===== src/rtl/fsg_pkg.sv =====
// Shared constants and select encodings for the frame sync generator.
// Assumes: select fields are exactly 2 bits wide.
package fsg_pkg;

    // Bit-clock source select value that picks the pin strobe
    localparam logic [1:0] CLK_SEL_PIN = 2'b10;

    // Transmit framing source encodings
    typedef enum logic [1:0] {
        FS_SRC_RX_A = 2'b00,
        FS_SRC_RX_B = 2'b01,
        FS_SRC_INT  = 2'b10,
        FS_SRC_PIN  = 2'b11
    } fs_src_e;

endpackage


===== src/rtl/fsg_tick_sel.sv =====
// Bit-clock source selector.
// Picks one of two bit-rate strobes, both already synchronous to clk.
// Assumes: each strobe is high for a single clk cycle per bit period.
module fsg_tick_sel
    import fsg_pkg::*;
(
    input  logic       pin_tick,
    input  logic       rx_tick,
    input  logic [1:0] sel,
    output logic       bit_tick
);

    // Choose the pin strobe only for the pin-clock code; otherwise the receive strobe
    always_comb begin
        if (sel == CLK_SEL_PIN) bit_tick = pin_tick;
        else                    bit_tick = rx_tick;
    end

endmodule


===== src/rtl/fsg_frame_counter.sv =====
// Two-stage divider: a fixed word-length bit counter followed by a
// programmable word counter. Reports the frame-start strobe.
// Assumes: WORD_BITS >= 2; rate value is captured only at frame starts.
module fsg_frame_counter #(
    parameter int WORD_BITS = 16,
    parameter int RATE_W    = 4
) (
    input  logic              clk,
    input  logic              rst_n,
    input  logic              tick,
    input  logic [RATE_W-1:0] rate_div,
    output logic              frame_start,
    output logic              first_word_hold
);

    localparam int BW = $clog2(WORD_BITS);
    localparam logic [BW-1:0] LAST_BIT = BW'(WORD_BITS - 1);

    logic [BW-1:0]     bit_cnt;
    logic [RATE_W-1:0] word_cnt;
    logic [RATE_W-1:0] active_div;
    logic              start_pending;
    logic              frame_last;

    // Last bit of the last word of the running frame
    always_comb frame_last = (bit_cnt == LAST_BIT) && (word_cnt == active_div);

    // A frame starts on the first strobe after reset or after the last bit
    always_comb frame_start = tick && (start_pending || frame_last);

    // The next non-start strobe still falls inside word zero
    always_comb first_word_hold = (word_cnt == '0) && (bit_cnt != LAST_BIT);

    // Bit and word counting; capture the divider at each frame start
    always_ff @(posedge clk) begin
        if (!rst_n) begin
            bit_cnt       <= '0;
            word_cnt      <= '0;
            active_div    <= '0;
            start_pending <= 1'b1;
        end else if (frame_start) begin
            bit_cnt       <= '0;
            word_cnt      <= '0;
            active_div    <= rate_div;
            start_pending <= 1'b0;
        end else if (tick) begin
            if (bit_cnt == LAST_BIT) begin
                bit_cnt  <= '0;
                word_cnt <= word_cnt + 1'b1;
            end else begin
                bit_cnt <= bit_cnt + 1'b1;
            end
        end
    end

    // the word counter never runs past the captured divider
    a_r3_word_bound: assert property (@(posedge clk) disable iff (!rst_n)
        !start_pending |-> (word_cnt <= active_div));

    // the captured divider only moves on a frame start
    a_r6_div_held: assert property (@(posedge clk) disable iff (!rst_n)
        !frame_start |=> $stable(active_div));

endmodule


===== src/rtl/fsg_pulse_shaper.sv =====
// Registers the frame sync pulse in bit or word width.
// Assumes: frame_start and first_word_hold come from the frame counter
// and are meaningful only while tick is high.
module fsg_pulse_shaper (
    input  logic clk,
    input  logic rst_n,
    input  logic tick,
    input  logic frame_start,
    input  logic first_word_hold,
    input  logic word_mode,
    output logic fsync
);

    logic mode_q;

    // Raise on frame start; in word mode hold through word zero
    always_ff @(posedge clk) begin
        if (!rst_n) begin
            fsync  <= 1'b0;
            mode_q <= 1'b0;
        end else if (frame_start) begin
            fsync  <= 1'b1;
            mode_q <= word_mode;
        end else if (tick) begin
            fsync <= mode_q && first_word_hold;
        end
    end

    // reset clears the pulse
    a_r1_reset_low: assert property (@(posedge clk)
        !rst_n |=> !fsync);

    // the pulse is frozen between selected strobes
    a_r7_hold: assert property (@(posedge clk) disable iff (!rst_n)
        !tick |=> $stable(fsync));

    // in bit mode a high pulse drops on the next non-start strobe
    a_r4_bit_width: assert property (@(posedge clk) disable iff (!rst_n)
        (fsync && !mode_q && tick && !frame_start) |=> !fsync);

endmodule


===== src/rtl/fsg_frame_mux.sv =====
// Transmit framing source selector and framing pin drive.
// Assumes: all inputs are synchronous to the same clock.
module fsg_frame_mux
    import fsg_pkg::*;
(
    input  logic [1:0] sel,
    input  logic       rx_fs,
    input  logic       int_fs,
    input  logic       pin_fs,
    output logic       tx_fs,
    output logic       pin_oe
);

    // Route the chosen framing source to the transmitter
    always_comb begin
        unique case (fs_src_e'(sel))
            FS_SRC_INT: tx_fs = int_fs;
            FS_SRC_PIN: tx_fs = pin_fs;
            default:    tx_fs = rx_fs;
        endcase
    end

    // Drive the framing pin only when the internal pulse is in use
    always_comb pin_oe = (sel == FS_SRC_INT);

endmodule


===== src/rtl/frame_sync_gen.sv =====
// Frame sync generator top: source select, word and frame dividers,
// pulse shaping and transmit framing selection.
// Assumes: bit clocks arrive as single-cycle strobes synchronous to clk.
module frame_sync_gen #(
    parameter int WORD_BITS = 16,
    parameter int RATE_W    = 4
) (
    input  logic              clk,
    input  logic              rst_n,
    input  logic              pin_bit_tick,
    input  logic              rx_bit_tick,
    input  logic [1:0]        clk_sel,
    input  logic [RATE_W-1:0] rate_div,
    input  logic              word_mode,
    input  logic [1:0]        fs_src_sel,
    input  logic              rx_fsync,
    input  logic              pin_fsync_in,
    output logic              int_fsync,
    output logic              tx_fsync,
    output logic              pin_fsync_out,
    output logic              pin_fsync_oe
);

    logic bit_tick;
    logic frame_start;
    logic first_word_hold;

    fsg_tick_sel u_tick_sel (
        .pin_tick (pin_bit_tick),
        .rx_tick  (rx_bit_tick),
        .sel      (clk_sel),
        .bit_tick (bit_tick)
    );

    fsg_frame_counter #(
        .WORD_BITS (WORD_BITS),
        .RATE_W    (RATE_W)
    ) u_counter (
        .clk             (clk),
        .rst_n           (rst_n),
        .tick            (bit_tick),
        .rate_div        (rate_div),
        .frame_start     (frame_start),
        .first_word_hold (first_word_hold)
    );

    fsg_pulse_shaper u_shaper (
        .clk             (clk),
        .rst_n           (rst_n),
        .tick            (bit_tick),
        .frame_start     (frame_start),
        .first_word_hold (first_word_hold),
        .word_mode       (word_mode),
        .fsync           (int_fsync)
    );

    fsg_frame_mux u_mux (
        .sel    (fs_src_sel),
        .rx_fs  (rx_fsync),
        .int_fs (int_fsync),
        .pin_fs (pin_fsync_in),
        .tx_fs  (tx_fsync),
        .pin_oe (pin_fsync_oe)
    );

    // The framing pin always carries the internal pulse
    always_comb pin_fsync_out = int_fsync;

    // when the pin is enabled the transmitter sees what the pin drives
    a_r9_oe_match: assert property (@(posedge clk) disable iff (!rst_n)
        pin_fsync_oe |-> (tx_fsync == pin_fsync_out));

    // without the selected strobe the pulse cannot change
    a_r2_sel_tick: assert property (@(posedge clk) disable iff (!rst_n)
        ((clk_sel == 2'b10) ? !pin_bit_tick : !rx_bit_tick) |=> $stable(int_fsync));

endmodule


===== config.mk =====
export PLATFORM = sky130hd
export DESIGN_NAME = frame_sync_gen
export DESIGN_NICKNAME = d
export VERILOG_FILES = /design/src/rtl/fsg_pkg.sv /design/src/rtl/fsg_tick_sel.sv /design/src/rtl/fsg_frame_counter.sv /design/src/rtl/fsg_pulse_shaper.sv /design/src/rtl/fsg_frame_mux.sv /design/src/rtl/frame_sync_gen.sv
export SDC_FILE = /design/constraint.sdc
export NUM_CORES = 1
export LEC_CHECK = 0
export ABC_CLOCK_PERIOD_IN_PS = 1900
export BUFFER_PORTS_ARGS = -buffer_cell sky130_fd_sc_hd__buf_2
export CAP_MARGIN = 5
export CORE_ASPECT_RATIO = 1.2
export CORE_MARGIN = 5
export CORE_UTILIZATION = 30
export DETAILED_ROUTE_END_ITERATION = 10
export SLEW_MARGIN = 10
export SYNTH_ARGS = -nofsm -noshare
export SYNTH_HDL_FRONTEND = slang
export SYNTH_SLANG_ARGS = --single-unit
export TNS_END_PERCENT = 5

===== constraint.sdc =====
create_clock -name clk -period 1.9 [get_ports clk]
set_clock_uncertainty 0.15 [all_clocks]
set_input_delay 0.285 -clock clk [delete_from_list [all_inputs] [get_ports clk]]
set_output_delay 0.285 -clock clk [all_outputs]
set_load 0.02 [all_outputs]

== Word-level counts from Yosys, hierarchy flattened ==
Index checks and enable logic that the tools add are counted.
Word-level totals
  input port bits: 15
  output and inout bits: 4
  word-level logic and storage cells: 29
  register bits: 15
Cells by class
  equality and inequality tests: 6
  reduce and logical (&&, ||, !) cells: 9
  $add $sub $neg: 2
  muxes and demuxes: 5
  bitwise operators: 1
Operators by type and width (count)
  4-bit by 1-bit adder with 4-bit output (second input constant): 2
  2-bit equality test (second input constant): 3
  4-bit equality test: 1
  4-bit equality test (second input constant): 1
  1-bit logical AND: 4
  4-bit zero test: 1
  4-bit two-way mux: 1
  4-bit != test (second input constant): 1
  1-bit two-way mux: 3
  1-bit case mux with 2 select lines: 1
  2-bit AND reduction: 1
  2-bit nonzero test: 1
  2-bit OR reduction: 1
  1-bit logical OR: 1
  1-bit NOT: 1

== Longest topological paths before layout ==
  word-level depth: 5
  mapped depth: 6

== By module ==
From an unflattened synthesis, not the netlist that was laid out.
Unflattened totals
  cells, all modules: 99
  area, all modules: 924.6 µm²
By module, submodules not included
  fsg_frame_counter: seq. area each 260.2 µm², cells each 85, instances 1, area each 783.3 µm²
  fsg_pulse_shaper: seq. area each 40.0 µm², cells each 7, instances 1, area each 77.6 µm²
  fsg_tick_sel: seq. area each 0.0 µm², cells each 2, instances 1, area each 28.8 µm²
  fsg_frame_mux: seq. area each 0.0 µm², cells each 4, instances 1, area each 27.5 µm²
  frame_sync_gen: seq. area each 0.0 µm², cells each 1, instances 1, area each 7.5 µm²

== Worst setup path before layout ==
No wires, ideal clock.
  path type: register -> register
  from: register u_counter.bit_cnt[0]
  to: register u_counter.bit_cnt[0]
  arrival time: 1330 ps
  setup time: 125 ps
  cell stages (with the launch flop): 7
  path slack: 295 ps
  clock period less this slack: 1605 ps
  data required time: 1625 ps
  cells stage by stage: dfxtp_1 > ha_1 > nand3_2 > nor3_2 > a21oi_2 > o21ai_2 > nor2_1
Between the ends
  longest elaborated chain between the ends: 5
RTL lines
  from (decl): RTL line fsg_frame_counter.sv:19  | logic [BW-1:0] bit_cnt;
  from (signal assigned): RTL line fsg_frame_counter.sv:51  | bit_cnt <= bit_cnt + 1'b1;
  branches (longest 5 deep; another with 4-bit by 1-bit adder with 4-bit output)
Parallel ways; which one is timed is not known.
A chain may end at the register's enable or synchronous reset.

== Final worst setup path ==
  from: register u_counter.bit_cnt[0]
  to: register u_counter.word_cnt[3]
Between the ends
  longest elaborated chain between the ends: 5
RTL lines
  4-bit equality test *: RTL line fsg_frame_counter.sv:26, fsg_frame_counter.sv:47
  1-bit logical AND: RTL line fsg_frame_counter.sv:26  | always_comb frame_last = (bit_cnt == LAST_BIT) && (word_cnt == active_div);
  1-bit logical OR: RTL line fsg_frame_counter.sv:29  | always_comb frame_start = tick && (start_pending || frame_last);
  1-bit logical AND: RTL line fsg_frame_counter.sv:29
  2-bit OR reduction (no line)
  to (signal assigned): RTL line fsg_frame_counter.sv:49  | word_cnt <= word_cnt + 1'b1;
  to (decl): RTL line fsg_frame_counter.sv:20  | logic [RATE_W-1:0] word_cnt;
Mark *: on every way between the ends. The rest lies on a longest branch, timed or not.

==> out/qor.txt <==
vias post-DR = 664
Total Power = 0.000627 W
Tmin final = 1.74 ns
Final Hold Fails = 0
# IOs = 19
largest net degree at the start of global routing = 14
worst path required time = 1.92 ns
GRT Total Usage = 9.29%
dpl ws = 0.159 ns
synth unique cells = 28
routed len/inst = 10.5 um
Setup TNS Final = 0 ns
placed cells = 139
maximum clock frequency = 575 MHz
relative slew slack = 76.4%
final WL = 1510 um
Critical Path End Type = flop
Die W = 56.7 um
die height = 66.0 um
most frequent cells in the layout = nand2_1 (19), buf_2 (18), dfxtp_1 (15)
final setup fails = 0
number of global-route vias before repair = 663
H-tree depth = 1
Setup WS post-layout = 0.162 ns
WHS = 0.0860 ns
Clock Latency Late Sink = 0.29 ns
die area = 0.00374 sq mm
worst setup path category = flop to flop
worst-margin pin slew = 0.354 ns
synthesized flop and latch total = 15
Clk pin slew, worst setup/hold paths = 0.09 ns
Top FF cell, synth = dfxtp_1
synthesized area = 785 sq um
vias per cell = 4.64
Clock Sinks = 15
Yosys warning count = 0
syn avg cell area = 8.91 sq um
core area = 0.00253 sq mm
site row count = 20
global-route wire length before repair = 2710 um
Num CTS Buffers = 3
CTS resizes = 0
share of cells above drive strength 1 = 29.1%
Initial Util = 31.0%
maxcap violations = 0
gp weighted congestion = 0.759
period utilisation layout = 91.5%
Syn Inst Count = 88
Syn Nets = 106
port bufs = 18
ant diodes = 0
max-slew violations = 0
number of flops mapped to enable cells by yosys = 0
CTS Buffer Depth = 2
dpl hpwl = 1170 um
initial antenna violation count = 0
Leakage = 0.409 nW
CTS tree = done
Post-synth ARST share = 0%
post-route ant nets = 0
Hold Path Class = input pin to flop
Fillers = 261
peak supply drop = 0.255 mV
clock root cell = clkbuf_4
Power Density = 663 mW/mm^2
RSZ-0062 raised after global routing = no
Worst setup SP type = flop
# nets final = 129
CTS Hold Bufs = 0
first drt pass iteration count = 7
most common cell after layout, fill and taps aside = nand2_1
outcome = finished clean
Worst EP arrival = 1.76 ns
final std cells w/o fill = 143
Initial DRC Count = 10
Seq/Total Area, Yosys = 38.3%
Remaining DRCs = 0
Area Growth Syn to Fin = 20.6%
grt ovf = 0
Setup Fix Bufs, Post-CTS = 0
largest fanout on the critical path = 8
==> worst max-delay path: stages (launching register included) <==
cell,delay (ns)
dfxtp_1,0.39
ha_1,0.22
nand3_2,0.10
nor3_2,0.24
a21oi_2,0.11
o21ai_2,0.32
nor2_1,0.09
==> state kept, by name, summed over array words and instances, names as in the netlist <==
register,flops
u_shaper.mode_q,1
u_shaper.fsync,1
u_counter.start_pending,1
u_counter.active_div,4
u_counter.bit_cnt,4
u_counter.word_cnt,4
==> through the flow <==
step	utilization, %	area [sq um]
global route	37.4	946
floorplan	-	785
CTS	37.4	946
detailed placement	36.4	920
global placement	36.4	920
finish	37.4	946
==> cells by family (layout without fill, tap and decap cells) <==
family	Yosys count	after routing	synth area share, %
xor gates and xnor gates	8	8	8.93
muxes	9	9	12.8
AOI/OAI and AO/OA	12	12	9.09
DFF	15	15	38.3
adders and majority gates	3	3	4.79
buffers and inverters	4	26	2.39
and+or+nand+nor	37	37	23.8
==> cells in the mapped netlist, types with 2 or more instances <==
cell     instances  area share (%)
mux2i_1          6             7.7
a21oi_1          6             3.8
xor2_1           5             5.6
nand2_1         19             9.1
ha_1             3             4.8
xnor2_1          3             3.3
nor2_1           8             3.8
o21ai_0          3             1.9
dfxtp_1         15              38
inv_1            2            0.96
==> layout make-up <==
class / instances / area, sq um / area share (%)
Multi-Input combinational cell: 69 / 465 / 49.2
Sequential cell: 15 / 300 / 31.7
Timing Repair Buffer: 20 / 105 / 11.1
Tap cell: 33 / 41.3 / 4.37
Clock buffer: 4 / 26.3 / 2.78
Inverter: 2 / 7.51 / 0.794
==> metal layers <==
| metal | vias to the layer above | part of all wire, % | track usage (%) |
|---|---|---|---|
| met3 | 5 | 5.5 | 1.17 |
| met2 | 19 | 48 | 15.8 |
| li1 | 343 | - | - |
| met5 | - | 0 | 0 |
| met4 | 0 | 3.7 | 8.01 |
| met1 | 297 | 43 | 10.1 |
==> power by group <==
part	switching, W	leakage, nW	internal, W
clock	0.000103	0.0150	0.0000817
combinational	0.0000555	0.271	0.0000472
sequential	0.0000110	0.122	0.000329
==> final timing paths <==
kind	from	endpoint	slack [ns]	cells after the start
worst min-delay path	rate_div[3]	u_counter.active_div[3]$_SDFFE_PN0P_	0.09	3
worst max register to register	u_counter.bit_cnt[0]$_SDFFE_PP0P_	u_counter.word_cnt[3]$_SDFFE_PP0P_	0.16	6
worst min register to register	u_shaper.mode_q$_SDFFE_PN0P_	u_shaper.mode_q$_SDFFE_PN0P_	0.32	2
worst max-delay path	u_counter.bit_cnt[0]$_SDFFE_PP0P_	u_counter.word_cnt[3]$_SDFFE_PP0P_	0.16	6
No activity file was read; power rests on OpenSTA's default activity.
